$ cat config.mk
export PLATFORM = sky130hd
export DESIGN_NAME = cmi_tx_encoder
export DESIGN_NICKNAME = d
export VERILOG_FILES = /design/src/rtl/cmi_tx_pkg.sv /design/src/rtl/cmi_sym_gen.sv /design/src/rtl/cmi_run_cnt.sv /design/src/rtl/cmi_line_mon.sv /design/src/rtl/cmi_tx_encoder.sv
export SDC_FILE = /design/constraint.sdc
export NUM_CORES = 1
export LEC_CHECK = 0
export BUFFER_PORTS_ARGS = -buffer_cell sky130_fd_sc_hd__buf_2
export CORE_AREA = 5 5 56 58
export DETAILED_ROUTE_END_ITERATION = 8
export DIE_AREA = 0 0 61 63
export RECOVER_POWER = 25
export SLEW_MARGIN = 30
export SYNTH_ARGS = -nofsm -noshare
export SYNTH_HDL_FRONTEND = slang
export SYNTH_SLANG_ARGS = --single-unit
$ cat constraint.sdc
create_clock -name clk -period 2.7 [get_ports clk]
set_input_delay 0.135 -clock clk [delete_from_list [all_inputs] [get_ports clk]]
set_output_delay 0.135 -clock clk [all_outputs]
set_load 0.02 [all_outputs]
$ cat src/rtl/cmi_tx_pkg.sv
package cmi_tx_pkg;

    localparam int STAT_W = 3;

    typedef enum logic [STAT_W-1:0] {
        ST_DISABLED = 3'd0,
        ST_HEALTHY  = 3'd1,
        ST_STUCK_HI = 3'd2,
        ST_STUCK_LO = 3'd3,
        ST_NON_CMI  = 3'd4
    } cmi_stat_e;

    typedef struct packed {
        logic first_half;
        logic second_half;
        logic next_level;
    } cmi_sym_t;

    // Build the half-bit symbol pair for one data bit.
    function automatic cmi_sym_t cmi_encode(input logic bit_val,
                                            input logic force_bad,
                                            input logic mark_level);
        cmi_sym_t s;
        if (bit_val) begin
            s.first_half  = mark_level ^ force_bad;
            s.second_half = mark_level ^ force_bad;
            s.next_level  = ~(mark_level ^ force_bad);
        end else begin
            s.first_half  = force_bad;
            s.second_half = ~force_bad;
            s.next_level  = mark_level;
        end
        return s;
    endfunction

    // Judge a completed flat or split symbol pair.
    function automatic logic cmi_pair_bad(input logic h0,
                                          input logic h1,
                                          input logic prev_mark);
        logic bad;
        if (h0 == h1) bad = (h0 == prev_mark);
        else          bad = h0;
        return bad;
    endfunction

endpackage

$ cat src/rtl/cmi_sym_gen.sv
module cmi_sym_gen
    import cmi_tx_pkg::*;
(
    input  logic clk,
    input  logic rst_n,
    input  logic bit_en,
    input  logic data_in,
    input  logic cmi_mode,
    input  logic viol_req,
    output logic line_q,
    output logic show_first,
    output logic show_second,
    output logic bit_was_cmi
);

    logic     mark_level_q;
    logic     pend_half_q;
    cmi_sym_t sym;

    always_comb begin
        sym = cmi_encode(data_in, viol_req, mark_level_q);
    end

    always_ff @(posedge clk) begin
        if (!rst_n) begin
            line_q       <= 1'b0;
            mark_level_q <= 1'b0;
            pend_half_q  <= 1'b0;
            show_first   <= 1'b0;
            show_second  <= 1'b0;
            bit_was_cmi  <= 1'b0;
        end else if (bit_en) begin
            show_first  <= 1'b1;
            show_second <= 1'b0;
            if (cmi_mode) begin
                line_q       <= sym.first_half;
                pend_half_q  <= sym.second_half;
                mark_level_q <= sym.next_level;
                bit_was_cmi  <= 1'b1;
            end else begin
                line_q      <= data_in;
                pend_half_q <= data_in;
                bit_was_cmi <= 1'b0;
            end
        end else if (show_first) begin
            line_q      <= pend_half_q;
            show_first  <= 1'b0;
            show_second <= 1'b1;
        end else begin
            show_second <= 1'b0;
        end
    end

endmodule

$ cat src/rtl/cmi_run_cnt.sv
module cmi_run_cnt #(
    parameter int LIMIT = 256
) (
    input  logic clk,
    input  logic rst_n,
    input  logic line,
    output logic stuck,
    output logic level
);

    localparam int RUN_W = $clog2(LIMIT + 1);
    localparam logic [RUN_W-1:0] RUN_MAX = RUN_W'(LIMIT);

    logic [RUN_W-1:0] run_q;
    logic             prev_q;

    always_ff @(posedge clk) begin
        if (!rst_n) begin
            run_q  <= '0;
            prev_q <= 1'b0;
        end else begin
            prev_q <= line;
            if (line != prev_q)      run_q <= '0;
            else if (run_q != RUN_MAX) run_q <= run_q + 1'b1;
        end
    end

    assign stuck = (run_q == RUN_MAX);
    assign level = prev_q;

endmodule

$ cat src/rtl/cmi_line_mon.sv
module cmi_line_mon
    import cmi_tx_pkg::*;
#(
    parameter int STUCK_LIMIT = 256
) (
    input  logic              clk,
    input  logic              rst_n,
    input  logic              cmi_mode,
    input  logic              line,
    input  logic              show_first,
    input  logic              show_second,
    input  logic              bit_was_cmi,
    output logic [STAT_W-1:0] status
);

    logic      first_q;
    logic      last_mark_q;
    logic      nc_q;
    logic      stuck;
    logic      stuck_lvl;
    logic      pair_done;
    logic      pair_bad;
    logic      nc_cur;
    cmi_stat_e stat_q;

    cmi_run_cnt #(.LIMIT(STUCK_LIMIT)) u_run (
        .clk   (clk),
        .rst_n (rst_n),
        .line  (line),
        .stuck (stuck),
        .level (stuck_lvl)
    );

    always_comb begin
        pair_done = show_second && bit_was_cmi;
        pair_bad  = cmi_pair_bad(first_q, line, last_mark_q);
        nc_cur    = pair_done ? pair_bad : nc_q;
    end

    always_ff @(posedge clk) begin
        if (!rst_n) begin
            first_q     <= 1'b0;
            last_mark_q <= 1'b1;
            nc_q        <= 1'b0;
            stat_q      <= ST_DISABLED;
        end else begin
            if (show_first) first_q <= line;
            if (pair_done) begin
                nc_q <= pair_bad;
                if (first_q == line) last_mark_q <= line;
            end
            if (!cmi_mode)   stat_q <= ST_DISABLED;
            else if (stuck)  stat_q <= stuck_lvl ? ST_STUCK_HI : ST_STUCK_LO;
            else if (nc_cur) stat_q <= ST_NON_CMI;
            else             stat_q <= ST_HEALTHY;
        end
    end

    assign status = stat_q;

endmodule

$ cat src/rtl/cmi_tx_encoder.sv
module cmi_tx_encoder
    import cmi_tx_pkg::*;
#(
    parameter int STUCK_LIMIT = 256
) (
    input  logic       clk,
    input  logic       rst_n,
    input  logic       bit_en,
    input  logic       data_in,
    input  logic       cmi_mode,
    input  logic       viol_req,
    output logic       line_out,
    output logic [2:0] status
);

    logic line_q;
    logic show_first;
    logic show_second;
    logic bit_was_cmi;

    cmi_sym_gen u_gen (
        .clk         (clk),
        .rst_n       (rst_n),
        .bit_en      (bit_en),
        .data_in     (data_in),
        .cmi_mode    (cmi_mode),
        .viol_req    (viol_req),
        .line_q      (line_q),
        .show_first  (show_first),
        .show_second (show_second),
        .bit_was_cmi (bit_was_cmi)
    );

    cmi_line_mon #(.STUCK_LIMIT(STUCK_LIMIT)) u_mon (
        .clk         (clk),
        .rst_n       (rst_n),
        .cmi_mode    (cmi_mode),
        .line        (line_q),
        .show_first  (show_first),
        .show_second (show_second),
        .bit_was_cmi (bit_was_cmi),
        .status      (status)
    );

    assign line_out = line_q;

endmodule

---- Word-level counts from Yosys, hierarchy flattened ----
Index checks and enable logic that the tools add are counted.
W data, S select, Z words.
storage, ports and cells
  register bits ........................... 22
  bits of input ports ..................... 6
  output and inout port bits .............. 4
operators by class
  mux-type cells .......................... 13
  eq/ne operators ......................... 5
  add/subtract/negate cells ............... 1
  bitwise operators ....................... 4
  reduce and logical (&&, ||, !) cells .... 7
operator list
  operator               number
  $mux W1                10
  $add A9 B1 Y9 const B  1
  $eq A9 B9 Y1 const B   1
  $mux W3                3
  $ne A9 B9 Y1 const B   1
  $reduce_and A2 Y1      2
  $reduce_or A2 Y1       2
  $not A1 Y1             3
  $reduce_and A3 Y1      1
  $eq A1 B1 Y1           2
  $reduce_bool A2 Y1     1
  $logic_and A1 B1 Y1    1
  $ne A1 B1 Y1           1
  $xor A1 B1 Y1          1

---- Longest topological paths before layout ----
  word-level depth ........................ 5
  gate-level depth with buffers ........... 5
  depth with buffers taken out ............ 5

---- Cells and area by module ----
Synthesis repeated with hierarchy kept, for this count alone.
unflattened totals
  cell total of the unflattened synthesis .. 109
  area total of the unflattened synthesis .. 1011.0 µm²
by module, submodules not included
  module        instances  area each (µm²)  cells an instance  sequential area each (µm²)
  cmi_run_cnt   1          490.5            56                 200.2
  cmi_sym_gen   1          275.3            29                 120.1
  cmi_line_mon  1          245.2            24                 120.1

---- Least setup slack after synthesis ----
Ideal clock, no wire load.
  path type ............................... flip-flop to flip-flop
  start ................................... reg u_mon.u_run.run_q[0]
  end ..................................... reg u_mon.u_run.run_q[0]
  data required time ...................... 2574 ps
  setup slack ............................. 1333 ps
  arrival time ............................ 1241 ps
  cell stages (with the launch flop) ...... 6
  period minus slack after synthesis ...... 1367 ps
  path through ............................ dfxtp_1 > inv_1 > ha_1 > or4bb_4 > nor3_2 > nor3_1
between the ends
  cells in the longest elaborated chain, start to end .. 1
RTL lines
  item                                                  RTL line           RTL
  from (decl)                                           cmi_run_cnt.sv:14  logic [RUN_W-1:0] run_q;
  from (signal assigned)                                cmi_run_cnt.sv:24  else if (run_q != RUN_MAX) run_q <= run_q + 1'b1;
  $add A9 B1 Y9 / $ne A9 B9 Y1 (equally long branches)  cmi_run_cnt.sv:24
Parallel ways exist; a longest one is shown, timed or not.
A chain may end at the register's enable or synchronous reset.

---- Final worst setup path ----
Ends and elaborated chain as after synthesis.

==> run_results.csv <==
group,metric,value,unit
logic_synthesis,synthTopCellsByArea,"sky130_fd_sc_hd__dfxtp_1 44%, sky130_fd_sc_hd__a21oi_1 4.5%, sky130_fd_sc_hd__o21ai_0 4.0%, sky130_fd_sc_hd__nor2b_1 3.1%, sky130_fd_sc_hd__mux2i_1 3.0%",
logic_synthesis,netlist_instances,106,
critical_path,cp_bufs_invs,1,
clock_network,cts_setup_buffers,0,
min_path,hold_class,"in -> reg",
placement,port_buffer_cells,9,
cells_and_area,diodes,0,
global_routing,grt_pass1_wl,3240,um
sta,setup_viol,0,
critical_path,crit_arrival,1.68,ns
job,timing.max_cap.violations,0,
detailed_routing,post-route-drc-count,0,
logic_synthesis,yosys_most_used_dff,"sky130_fd_sc_hd__dfxtp_1",
global_routing,groute.usage.overall,11.0,%
die,rows,19,
global_routing,met3_demand_to_capacity_share_in_global_routing,2.48,%
logic_synthesis,syn-num-nets,114,
cells_and_area,area.growth.synth_to_final,12.2,%
critical_path,critical_path_required,2.89,ns
sta,slew_headroom,63.9,%
detailed_routing,detail_route.vias_per_cell,5.34,
cells_and_area,fill_cells,265,
sta,report.final.slew_viol_count,0,
status,outcome,"finished, final reports clean",
clock_network,path_clk_slew,0.12,ns
detailed_routing,drt_iter0_drc,14,
logic_synthesis,edff_count_synth,0,
die,pin_count,10,
cells_and_area,final_layout_size_suffix_gt1_share,17.1,%
logic_synthesis,synthDistinctLibCells,39,
clock_network,tritoncts,"yes",
logic_synthesis,syn_area,993,um^2
logic_synthesis,synth.ff_latch_count,22,
sta,final-hold-violation-count,0,
die,y_dimension_of_the_die,63,um
clock_network,cts_root_buffer,"sky130_fd_sc_hd__clkbuf_4",
sta,fmax,673,MHz
critical_path,crit_path_start_kind,"flip-flop",
global_routing,grt-ovfl-total,0,
sta,skew,0.00521,ns
die,full_die_area,3840,um^2
logic_synthesis,ys_async_sr_fraction,0,%
detailed_routing,routed_wl,1840,um
cells_and_area,multi_input_area,531,um^2
detailed_routing,route.vias.total,790,
placement,detailedPlacementHpwl,1330,um
logic_synthesis,synth_seq_area_share,44.3,%
global_routing,grt.busiest_layer,"met2",
clock_network,clock_sinks,22,
power,peakVddDrop,387,uV
clock_network,cts_hold_repair.buffers,0,
detailed_routing,routed_wirelength_normalized_by_instance_count,12.5,um
sta,worst_pin_slew,0.536,ns
power,power.density,592,nW/um^2
sta,setup_repair_after_global_routing_missed_its_margin,"no",
detailed_routing,antenna_left,0,
die,die_width,61,um
logic_synthesis,synthesis.yosys.warnings,0,
sta,final.period_utilization,55.1,%
critical_path,worst_setup_path_end_kind,"flip-flop",
cells_and_area,seq_area,440,um^2
sta,finalCriticalPeriod,1.49,ns
global_routing,grt_pass1_vias,756,
critical_path,worst_path_dominant_cell_family,"simple AND/OR/NAND/NOR gates",
critical_path,critPathMaxFanout,5,
clock_network,post_cts.resized_instances,0,
critical_path,worst_path_max_delay_cell,"sky130_fd_sc_hd__or4bb_4",
logic_synthesis,synth.largest_area_cell,"sky130_fd_sc_hd__dfxtp_1",
logic_synthesis,most_frequently_used_cell_type_in_the_post_synthesis_netlist,"sky130_fd_sc_hd__dfxtp_1",
detailed_routing,drt_pre_antenna_iters,4,
critical_path,cpPeakStageDelay,0.52,ns
global_routing,grt_use_met2,15.4,%
critical_path,worstPathCellList,"inv_1 > ha_1 > or4bb_4 > nor3_2 > nor3_1",
cells_and_area,design.final.nets,126,
die,core_area,2620,um^2
placement,place.gp.congestion,0.712,
power,p_leak,0.000405,uW
clock_network,clock_latency,0.31,ns
critical_path,critical_path_class,"reg -> reg",
clock_network,clock_tree.htree_level_count,1,
cells_and_area,largest_register_ffs,9,
logic_synthesis,syn_area_per_cell,9.37,um^2
sta,finalSetupTns,0,ns
placement,detailed_place.area,1060,um^2
clock_network,clock_buffer_count_from_cts,3,
global_routing,pin_count_of_the_biggest_net_entering_global_routing,14,
global_routing,antenna_found_initial,0,
cells_and_area,max_flop_register,"u_mon.u_run.run_q",
cells_and_area,postLayoutCellArea,1110,um^2
logic_synthesis,synth_largest_type_area_fraction,44.3,%
global_routing,gr_util_met1,14.2,%
logic_synthesis,yosys-top-cells-count,"22 x sky130_fd_sc_hd__dfxtp_1, 9 x sky130_fd_sc_hd__a21oi_1, 8 x sky130_fd_sc_hd__o21ai_0",
clock_network,cts-root-to-sink-buffers,2,
die,initial_core_util,38.0,%
[cell type report]
type	instances	share of cell area, %
Clock buffer	3	2.02
Clock inverter	1	2.69
Inverter	2	0.673
Multi-Input combinational cell	80	47.6
Sequential cell	22	39.5
Tap cell	31	3.48
Timing Repair Buffer	9	4.04
[per-stage QoR]
stage / setup slack (ns) / total power, uW / utilization (%) / hold WS, ns / std cells
floorplan: 1.33 / 395 / - / 0.294 / 106
global placement: 1.30 / 412 / 40.6 / 0.408 / 144
detailed placement: 1.23 / 417 / 40.6 / 0.434 / 144
CTS: 1.22 / 667 / 42.6 / 0.105 / 148
global route: 1.13 / 693 / 42.6 / 0.124 / 148
finish: 1.21 / 660 / 42.6 / 0.109 / 148
[report_power, final]
group          total [uW]  switching [uW]  internal (uW)
logic                58.9            31.8           27.1
registers             351            13.9            337
clock network         250             100            150
[cells in the final DEF (no fill, tap or decap), types with 2 or more instances in the layout]
master | synthesis | layout
sky130_fd_sc_hd__mux2i_1 | 3 | 3
sky130_fd_sc_hd__nor3_2 | 2 | 2
sky130_fd_sc_hd__and2_0 | 0 | 3
sky130_fd_sc_hd__o21ai_0 | 8 | 8
sky130_fd_sc_hd__dfxtp_1 | 22 | 22
sky130_fd_sc_hd__a31oi_1 | 2 | 2
sky130_fd_sc_hd__ha_1 | 2 | 2
sky130_fd_sc_hd__xor2_1 | 2 | 2
sky130_fd_sc_hd__nand2_1 | 6 | 6
sky130_fd_sc_hd__nor2_1 | 3 | 3
sky130_fd_sc_hd__or3_1 | 4 | 4
sky130_fd_sc_hd__nor3_1 | 2 | 2
sky130_fd_sc_hd__inv_1 | 2 | 2
sky130_fd_sc_hd__a21oi_1 | 9 | 9
sky130_fd_sc_hd__clkbuf_4 | 0 | 3
sky130_fd_sc_hd__nand3b_1 | 2 | 2
sky130_fd_sc_hd__nand3_1 | 5 | 5
sky130_fd_sc_hd__xnor2_1 | 2 | 2
sky130_fd_sc_hd__nor2b_1 | 5 | 5
sky130_fd_sc_hd__buf_2 | 0 | 9
sky130_fd_sc_hd__o21ai_1 | 2 | 2
[worst paths after layout]
path,from,end,slack [ns],depth (start not counted)
max,u_mon.u_run.run_q[0],u_mon.u_run.run_q[0],1.21,5
min reg2reg,u_gen.pend_half_q,u_gen.pend_half_q,0.50,2
max reg2reg,u_mon.u_run.run_q[0],u_mon.u_run.run_q[0],1.21,5
min,rst_n,u_mon.last_mark_q,0.11,2
[layer usage]
| layer | vias up | routed length, um |
|---|---|---|
| met1 | 362 | 909 |
| met5 | - | 0 |
| met2 | 16 | 808 |
| met3 | 6 | 74 |
| li1 | 406 | - |
| met4 | 0 | 50 |
[worst reg2reg max path, stage by stage (launching register included)]
cell,delay [ns]
sky130_fd_sc_hd__dfxtp_1,0.37
sky130_fd_sc_hd__inv_1,0.10
sky130_fd_sc_hd__ha_1,0.17
sky130_fd_sc_hd__or4bb_4,0.52
sky130_fd_sc_hd__nor3_2,0.17
sky130_fd_sc_hd__nor3_1,0.06
[logic make-up (layout without fill, tap and decap cells)]
kind of cell | Yosys count | count (layout) | share of synthesized area [%]
AO/OA/AOI/OAI | 26 | 26 | 15.0
XOR/XNOR | 4 | 4 | 3.53
adder cells (fa/ha/maj) | 2 | 2 | 2.52
buffers and inverters | 4 | 15 | 2.27
flip-flops | 22 | 22 | 44.3
multiplexers | 3 | 3 | 3.02
AND/OR/NAND/NOR | 45 | 45 | 29.3
No activity file was read; power rests on OpenSTA's default activity.
